--- config.mk ---
export PLATFORM = sky130hd
export DESIGN_NAME = scl_clock_sync
export DESIGN_NICKNAME = d
export VERILOG_FILES = /design/src/rtl/sclsync_pkg.sv /design/src/rtl/scl_timing_path.sv /design/src/rtl/scl_phase_ctrl.sv /design/src/rtl/scl_clock_sync.sv
export SDC_FILE = /design/constraint.sdc
export NUM_CORES = 1
export LEC_CHECK = 0
export ABC_AREA = 1
export BUFFER_PORTS_ARGS = -buffer_cell sky130_fd_sc_hd__buf_2
export CORE_AREA = 2 2 48 50
export CTS_CLUSTER_SIZE = 12
export DETAILED_ROUTE_END_ITERATION = 16
export DIE_AREA = 0 0 50 52
export MAX_ROUTING_LAYER = met4
export PLACE_DENSITY = 0.82
export SETUP_SLACK_MARGIN = 0.2
export SLEW_MARGIN = 20
export SYNTH_ARGS = -nofsm -noshare
export SYNTH_HDL_FRONTEND = slang
export SYNTH_HIERARCHICAL = 1
export SYNTH_SLANG_ARGS = --single-unit
export TNS_END_PERCENT = 5
--- constraint.sdc ---
create_clock -name clk -period 3 [get_ports clk]
set_input_delay 0.6 -clock clk [delete_from_list [all_inputs] [get_ports clk]]
set_output_delay 0.6 -clock clk [all_outputs]
set_load 0.01 [all_outputs]
--- src/rtl/sclsync_pkg.sv ---
package sclsync_pkg;
  typedef enum logic [1:0] {
    ST_IDLE = 2'd0,
    ST_LOW  = 2'd1,
    ST_WAIT = 2'd2,
    ST_HIGH = 2'd3
  } sclState_t;

  // strobes from control to datapath
  typedef struct packed {
    logic loadLow;
    logic loadHigh;
  } ctlStrobe_t;
endpackage

--- src/rtl/scl_timing_path.sv ---
module scl_timing_path
  import sclsync_pkg::*;
#(
  parameter int CNT_W       = 8,
  parameter int SYNC_STAGES = 2
) (
  input  logic             clk,
  input  logic             rstN,
  input  logic [CNT_W-1:0] lowCount,
  input  logic [CNT_W-1:0] highCount,
  input  ctlStrobe_t       strobe,
  input  logic             sclIn,
  output logic             cntDone,
  output logic             sclRise,
  output logic             sclFall
);
  localparam logic [CNT_W-1:0] CNT_ONE = CNT_W'(1);

  logic [SYNC_STAGES-1:0] syncChain;
  logic                   sclPrev;
  logic                   sclLevel;
  logic [CNT_W-1:0]       phaseCnt;

  // line idles high, so the chain resets to 1
  always_ff @(posedge clk or negedge rstN) begin
    if (!rstN) begin
      syncChain <= '1;
      sclPrev   <= 1'b1;
    end else begin
      syncChain <= {syncChain[SYNC_STAGES-2:0], sclIn};
      sclPrev   <= sclLevel;
    end
  end

  assign sclLevel = syncChain[SYNC_STAGES-1];
  assign sclRise  = sclLevel & ~sclPrev;
  assign sclFall  = ~sclLevel & sclPrev;

  always_ff @(posedge clk or negedge rstN) begin
    if (!rstN) begin
      phaseCnt <= '0;
    end else if (strobe.loadLow) begin
      phaseCnt <= lowCount;
    end else if (strobe.loadHigh) begin
      phaseCnt <= highCount;
    end else if (phaseCnt != '0) begin
      phaseCnt <= phaseCnt - CNT_ONE;
    end
  end

  // zero and one both finish after a single cycle
  assign cntDone = (phaseCnt <= CNT_ONE);
endmodule

--- src/rtl/scl_phase_ctrl.sv ---
module scl_phase_ctrl
  import sclsync_pkg::*;
(
  input  logic       clk,
  input  logic       rstN,
  input  logic       enable,
  input  logic       stopReq,
  input  logic       cntDone,
  input  logic       sclRise,
  input  logic       sclFall,
  output ctlStrobe_t strobe,
  output logic       sclPullDown,
  output logic       waitHigh,
  output logic       riseStrobe,
  output logic       fallStrobe
);
  sclState_t state, nextState;

  always_comb begin
    nextState       = state;
    strobe          = '0;
    unique case (state)
      ST_IDLE: begin
        nextState      = ST_LOW;
        strobe.loadLow = 1'b1;
      end
      ST_LOW:  if (cntDone) nextState = ST_WAIT;
      ST_WAIT: begin
        if (sclRise) begin
          nextState       = ST_HIGH;
          strobe.loadHigh = 1'b1;
        end
      end
      ST_HIGH: begin
        if (sclFall || cntDone) begin
          nextState      = ST_LOW;
          strobe.loadLow = 1'b1;
        end
      end
      default: nextState = ST_IDLE;
    endcase
    if (stopReq || !enable) begin
      nextState = ST_IDLE;
      strobe    = '0;
    end
  end

  always_ff @(posedge clk or negedge rstN) begin
    if (!rstN) begin
      state      <= ST_IDLE;
      riseStrobe <= 1'b0;
      fallStrobe <= 1'b0;
    end else begin
      state      <= nextState;
      riseStrobe <= (nextState == ST_HIGH) && (state != ST_HIGH);
      fallStrobe <= (nextState == ST_LOW) && (state != ST_LOW);
    end
  end

  assign sclPullDown = (state == ST_LOW);
  assign waitHigh    = (state == ST_WAIT);
endmodule

--- src/rtl/scl_clock_sync.sv ---
module scl_clock_sync
  import sclsync_pkg::*;
#(
  parameter int CNT_W       = 8,
  parameter int SYNC_STAGES = 2
) (
  input  logic             clk,
  input  logic             rstN,
  input  logic [CNT_W-1:0] lowCount,
  input  logic [CNT_W-1:0] highCount,
  input  logic             enable,
  input  logic             stopReq,
  input  logic             sclIn,
  output logic             sclPullDown,
  output logic             waitHigh,
  output logic             riseStrobe,
  output logic             fallStrobe
);
  ctlStrobe_t strobe;
  logic       cntDone;
  logic       sclRise;
  logic       sclFall;

  scl_timing_path #(.CNT_W(CNT_W), .SYNC_STAGES(SYNC_STAGES)) uPath (
    .clk       (clk),
    .rstN      (rstN),
    .lowCount  (lowCount),
    .highCount (highCount),
    .strobe    (strobe),
    .sclIn     (sclIn),
    .cntDone   (cntDone),
    .sclRise   (sclRise),
    .sclFall   (sclFall)
  );

  scl_phase_ctrl uCtrl (
    .clk         (clk),
    .rstN        (rstN),
    .enable      (enable),
    .stopReq     (stopReq),
    .cntDone     (cntDone),
    .sclRise     (sclRise),
    .sclFall     (sclFall),
    .strobe      (strobe),
    .sclPullDown (sclPullDown),
    .waitHigh    (waitHigh),
    .riseStrobe  (riseStrobe),
    .fallStrobe  (fallStrobe)
  );
endmodule

==> flow_summary.html <==
<table>
<tr><th>Metric</th><th>Value</th></tr>
<tr><th colspan="2">Drt</th></tr>
<tr><td>Number of violations reported at the end of detailed-routing iteration 0</td><td>15</td></tr>
<tr><td>Iteration count of the initial detailed-routing pass</td><td>4</td></tr>
<tr><td>Remaining number of nets flagged by the antenna check after routing</td><td>0</td></tr>
<tr><td>Total routed wirelength</td><td>2.21 mm</td></tr>
<tr><td>Routed len/inst</td><td>11.1 um</td></tr>
<tr><td>Post-detailed-route DRC marker count</td><td>0</td></tr>
<tr><td>Via density per instance</td><td>4.85</td></tr>
<tr><td>Total vias in the final route</td><td>960</td></tr>
<tr><th colspan="2">Layout</th></tr>
<tr><td>Antenna fix cells</td><td>0</td></tr>
<tr><td>Number of nets in the layout</td><td>199</td></tr>
<tr><td>Filler cell count</td><td>197</td></tr>
<tr><td>Area used by sequential logic in the layout</td><td>379 um2</td></tr>
<tr><td>Area of the multi-input gates</td><td>547 um2</td></tr>
<tr><td>Fraction of final layout cells with drive strength greater than 1</td><td>26.5%</td></tr>
<tr><td>Most frequent cells in the layout</td><td>sky130_fd_sc_hd__nand2_1 (33), sky130_fd_sc_hd__buf_2 (24), sky130_fd_sc_hd__nor2_1 (23), sky130_fd_sc_hd__inv_1 (19), sky130_fd_sc_hd__dfrtp_1 (12)</td></tr>
<tr><td>Most common library cell in the layout ignoring fill and taps</td><td>sky130_fd_sc_hd__nand2_1</td></tr>
<tr><td>Layout-stage area growth over the synthesis result</td><td>17.4%</td></tr>
<tr><td>Utilization of the core after routing</td><td>57.4%</td></tr>
<tr><th colspan="2">Synth</th></tr>
<tr><td>Sequential cell area fraction in the yosys report</td><td>36.8%</td></tr>
<tr><td>YS warnings</td><td>6</td></tr>
<tr><td>Flip-flop and latch count after synthesis</td><td>15</td></tr>
<tr><td>Average cell area after synthesis</td><td>7.25 um2</td></tr>
<tr><td>Total standard cell area after synthesis</td><td>1030 um2</td></tr>
<tr><td>Gate count after technology mapping</td><td>142</td></tr>
<tr><td>Number of unique standard cell types used by synthesis</td><td>25</td></tr>
<tr><td>Syn Nets</td><td>170</td></tr>
<tr><th colspan="2">Die</th></tr>
<tr><td>I/O pin count</td><td>25</td></tr>
<tr><td>Area of the core</td><td>2110 um2</td></tr>
<tr><td>Starting density of the core</td><td>48.9%</td></tr>
<tr><td>Chip Width</td><td>50 um</td></tr>
<tr><td>Die ar.</td><td>2600 um2</td></tr>
<tr><td>Cell Rows</td><td>17</td></tr>
<tr><td>Chip Height</td><td>52 um</td></tr>
<tr><th colspan="2">STA</th></tr>
<tr><td>Setup repair after global routing missed its margin</td><td>no</td></tr>
<tr><td>Final number of setup-violating endpoints</td><td>0</td></tr>
<tr><td>Post-Route Skew</td><td>0.00349 ns</td></tr>
<tr><td>Final number of hold-violating endpoints</td><td>0</td></tr>
<tr><td>Tcrit/Tclk final</td><td>77.6%</td></tr>
<tr><td>Setup slack after layout</td><td>0.671 ns</td></tr>
<tr><td>Pin slew with the least headroom to its limit</td><td>0.444 ns</td></tr>
<tr><td>Number of max-slew violations in the final report</td><td>0</td></tr>
<tr><td>Fmax</td><td>0.429 GHz</td></tr>
<tr><td>Slew headroom</td><td>70.3%</td></tr>
<tr><td>Final-layout setup total negative slack</td><td>0 ns</td></tr>
<tr><td>Shortest period the worst path allows</td><td>2.33 ns</td></tr>
<tr><th colspan="2">Setup path</th></tr>
<tr><td>CP Data Arrival Time</td><td>2.51 ns</td></tr>
<tr><td>FF-to-FF path depth</td><td>14</td></tr>
<tr><td>Critical path fanouts, max</td><td>10</td></tr>
<tr><td>Worst setup EP type</td><td>register</td></tr>
<tr><td>CP required</td><td>3.18 ns</td></tr>
<tr><td>R2R setup slack</td><td>0.67 ns</td></tr>
<tr><td>Critical path launch point type</td><td>register</td></tr>
<tr><td>Endpoint of the most critical register-to-register path</td><td>uPath/phaseCnt[3]</td></tr>
<tr><td>R2R Path Start</td><td>uPath/phaseCnt[0]</td></tr>
<tr><td>Worst Path Class, Setup</td><td>register to register</td></tr>
<tr><th colspan="2">Global route</th></tr>
<tr><td>Initial antenna violation count</td><td>0</td></tr>
<tr><td>Most utilized layer in the global route result</td><td>met2</td></tr>
<tr><td>Via count of the first global-routing pass</td><td>923</td></tr>
<tr><td>Wire length of the first global-routing pass</td><td>3.71 mm</td></tr>
<tr><td>GR met3 Demand/Resource</td><td>2.87%</td></tr>
<tr><td>GR Overflow Total</td><td>0</td></tr>
<tr><td>Pin count of the biggest net entering global routing</td><td>16</td></tr>
<tr><td>Fraction of met1 tracks used by global routing</td><td>22.1%</td></tr>
<tr><td>Total routing usage reported by global routing</td><td>19.4%</td></tr>
<tr><td>GR Layer Usage met2</td><td>32.7%</td></tr>
<tr><th colspan="2">Clock network</th></tr>
<tr><td>Total setup buffers inserted after CTS</td><td>0</td></tr>
<tr><td>Maximum clock path buffer count</td><td>2</td></tr>
<tr><td>Clock tree sinks</td><td>15</td></tr>
<tr><td># hold bufs at CTS</td><td>0</td></tr>
<tr><td>H-tree lvl count</td><td>1</td></tr>
<tr><td>Register clock-pin slew on the reported worst setup and hold paths</td><td>0.09 ns</td></tr>
<tr><td>CTS root buf</td><td>sky130_fd_sc_hd__clkbuf_4</td></tr>
<tr><td>Cells resized by post-CTS repair</td><td>0</td></tr>
<tr><td>Number of buffers created by CTS</td><td>3</td></tr>
<tr><td>Clock latency of the later-clocked register in the worst-skew pair</td><td>0.28 ns</td></tr>
<tr><td>TritonCTS clock tree</td><td>built</td></tr>
<tr><th colspan="2">Min path</th></tr>
<tr><td>Class of the worst hold path</td><td>input port to async pin</td></tr>
<tr><th colspan="2">Outcome</th></tr>
<tr><td>Run status</td><td>complete, no violations</td></tr>
<tr><th colspan="2">Power and ir drop</th></tr>
<tr><td>Switching power of the nets</td><td>287 uW</td></tr>
<tr><td>Part of the total power dissipated in sequential elements</td><td>43.2%</td></tr>
<tr><td>Fraction of power consumed by combinational cells</td><td>40.9%</td></tr>
<tr><td>Leakage</td><td>0.000640 uW</td></tr>
<tr><td>Design internal power</td><td>418 uW</td></tr>
<tr><td>Switching share of power</td><td>40.7%</td></tr>
<tr><td>Worst voltage drop across the vdd grid</td><td>0.351 mV</td></tr>
<tr><td>Clock share of power</td><td>15.8%</td></tr>
<tr><td>Power density over cell area</td><td>583 nW/um2</td></tr>
<tr><td>Overall power</td><td>705 uW</td></tr>
<tr><th colspan="2">Placed design</th></tr>
<tr><td>Port Buf Inserts</td><td>24</td></tr>
<tr><td>Hpwl dp</td><td>1.78 mm</td></tr>
<tr><td>GP Congestion</td><td>0.855</td></tr>
<tr><td>Setup Slack @ Placement</td><td>0.733 ns</td></tr>
<tr><th colspan="2">Job</th></tr>
<tr><td>Number of maximum-capacitance violations</td><td>0</td></tr>
</table>
==> worst max-delay path by stage <==
stage                      startpoint                 to  cells past startpoint
global placement    uPath/phaseCnt[0]  uPath/phaseCnt[3]                     14
CTS                 uPath/phaseCnt[0]  uPath/phaseCnt[3]                     14
finish              uPath/phaseCnt[0]  uPath/phaseCnt[3]                     14
global route        uPath/phaseCnt[0]  uPath/phaseCnt[3]                     14
detailed placement  uPath/phaseCnt[0]  uPath/phaseCnt[3]                     14
floorplan           uPath/phaseCnt[0]  uPath/phaseCnt[3]                     15
==> power by group through the flow <==
stage / logic, uW / registers (uW) / clock network, uW
after floorplan: 218 / 295 / 0
after global placement: 274 / 303 / 0
after detailed placement: 285 / 307 / 0
after CTS: 287 / 303 / 119
after global routing: 333 / 310 / 129
final: 289 / 305 / 112
==> flip-flops by register name, summed over array words and instances, names as in the netlist <==
signal,cells
uPath/phaseCnt,8
uCtrl/state,2
uPath/syncChain,2
uCtrl/fallStrobe,1
uCtrl/riseStrobe,1
uPath/sclPrev,1
==> cells by family (layout without fill, tap and decap cells) <==
logic type                 Yosys count  count (layout)  synth area share, %
AOI/OAI and AO/OA                   19              19                 10.1
xor gates and xnor gates             1               1                0.851
adders and majority gates            7               7                 8.51
buffers and inverters               24              52                 10.1
DFF                                 15              15                 36.8
and+or+nand+nor                     76              76                 33.7
==> cell type report <==
type	count	share of cell area, %
clock buffer	3	1.86
clock inverter	1	0.414
inverter	23	7.66
multi-input combinational	103	45.2
sequential	15	31.4
tap	28	2.90
timing repair buffer	25	10.6
==> critical path: stages (launching register included) <==
cell	delay, ns
sky130_fd_sc_hd__dfrtp_1	0.39
sky130_fd_sc_hd__inv_1	0.09
sky130_fd_sc_hd__ha_1	0.25
sky130_fd_sc_hd__o21ai_0	0.17
sky130_fd_sc_hd__nor2_1	0.10
sky130_fd_sc_hd__nor2_1	0.17
sky130_fd_sc_hd__nor2_1	0.06
sky130_fd_sc_hd__o21ai_1	0.13
sky130_fd_sc_hd__nor2_1	0.10
sky130_fd_sc_hd__clkinv_4	0.09
sky130_fd_sc_hd__nand2_4	0.07
sky130_fd_sc_hd__nor3_4	0.42
sky130_fd_sc_hd__nor2_1	0.08
sky130_fd_sc_hd__nand2_1	0.08
sky130_fd_sc_hd__inv_1	0.04
==> synthesized netlist by cell type <==
library cell,n,area [um2]
sky130_fd_sc_hd__nand2_1,33,124
sky130_fd_sc_hd__nor2_1,23,86.3
sky130_fd_sc_hd__inv_1,19,71.3
sky130_fd_sc_hd__dfrtp_1,12,300
sky130_fd_sc_hd__nand3_1,9,45.0
sky130_fd_sc_hd__a21oi_1,8,40.0
sky130_fd_sc_hd__ha_1,7,87.6
sky130_fd_sc_hd__o21ai_0,5,25.0
sky130_fd_sc_hd__nor2_2,4,25.0
sky130_fd_sc_hd__dfstp_2,3,78.8
sky130_fd_sc_hd__inv_2,2,7.51
sky130_fd_sc_hd__nor2_4,2,22.5
sky130_fd_sc_hd__nor3_1,2,10.0
sky130_fd_sc_hd__o21ai_1,2,10.0
sky130_fd_sc_hd__a31oi_1,1,6.26
sky130_fd_sc_hd__buf_6,1,11.3
sky130_fd_sc_hd__clkinv_2,1,5.00
sky130_fd_sc_hd__clkinv_4,1,8.76
sky130_fd_sc_hd__nand2_2,1,6.26
sky130_fd_sc_hd__nand2_4,1,11.3
sky130_fd_sc_hd__nor3_4,1,16.3
sky130_fd_sc_hd__o221ai_1,1,8.76
sky130_fd_sc_hd__o22ai_1,1,6.26
sky130_fd_sc_hd__o31ai_1,1,7.51
sky130_fd_sc_hd__xor2_1,1,8.76
==> through the flow <==
stage / instances / hold WS (ns) / area, um2
after global placement: 194 / 0.348 / 1180
after floorplan: 142 / 0.304 / 1030
after global routing: 198 / 0.208 / 1210
after CTS: 198 / 0.203 / 1210
final: 198 / 0.205 / 1210
after detailed placement: 194 / 0.347 / 1180
==> layer usage <==
layer,up-vias,part of all wire (%)
met5,-,0
met4,0,2.2
met3,6,2.7
met2,19,50
met1,432,45
li1,503,-
Note: power is estimated with default switching activity, not from simulation.
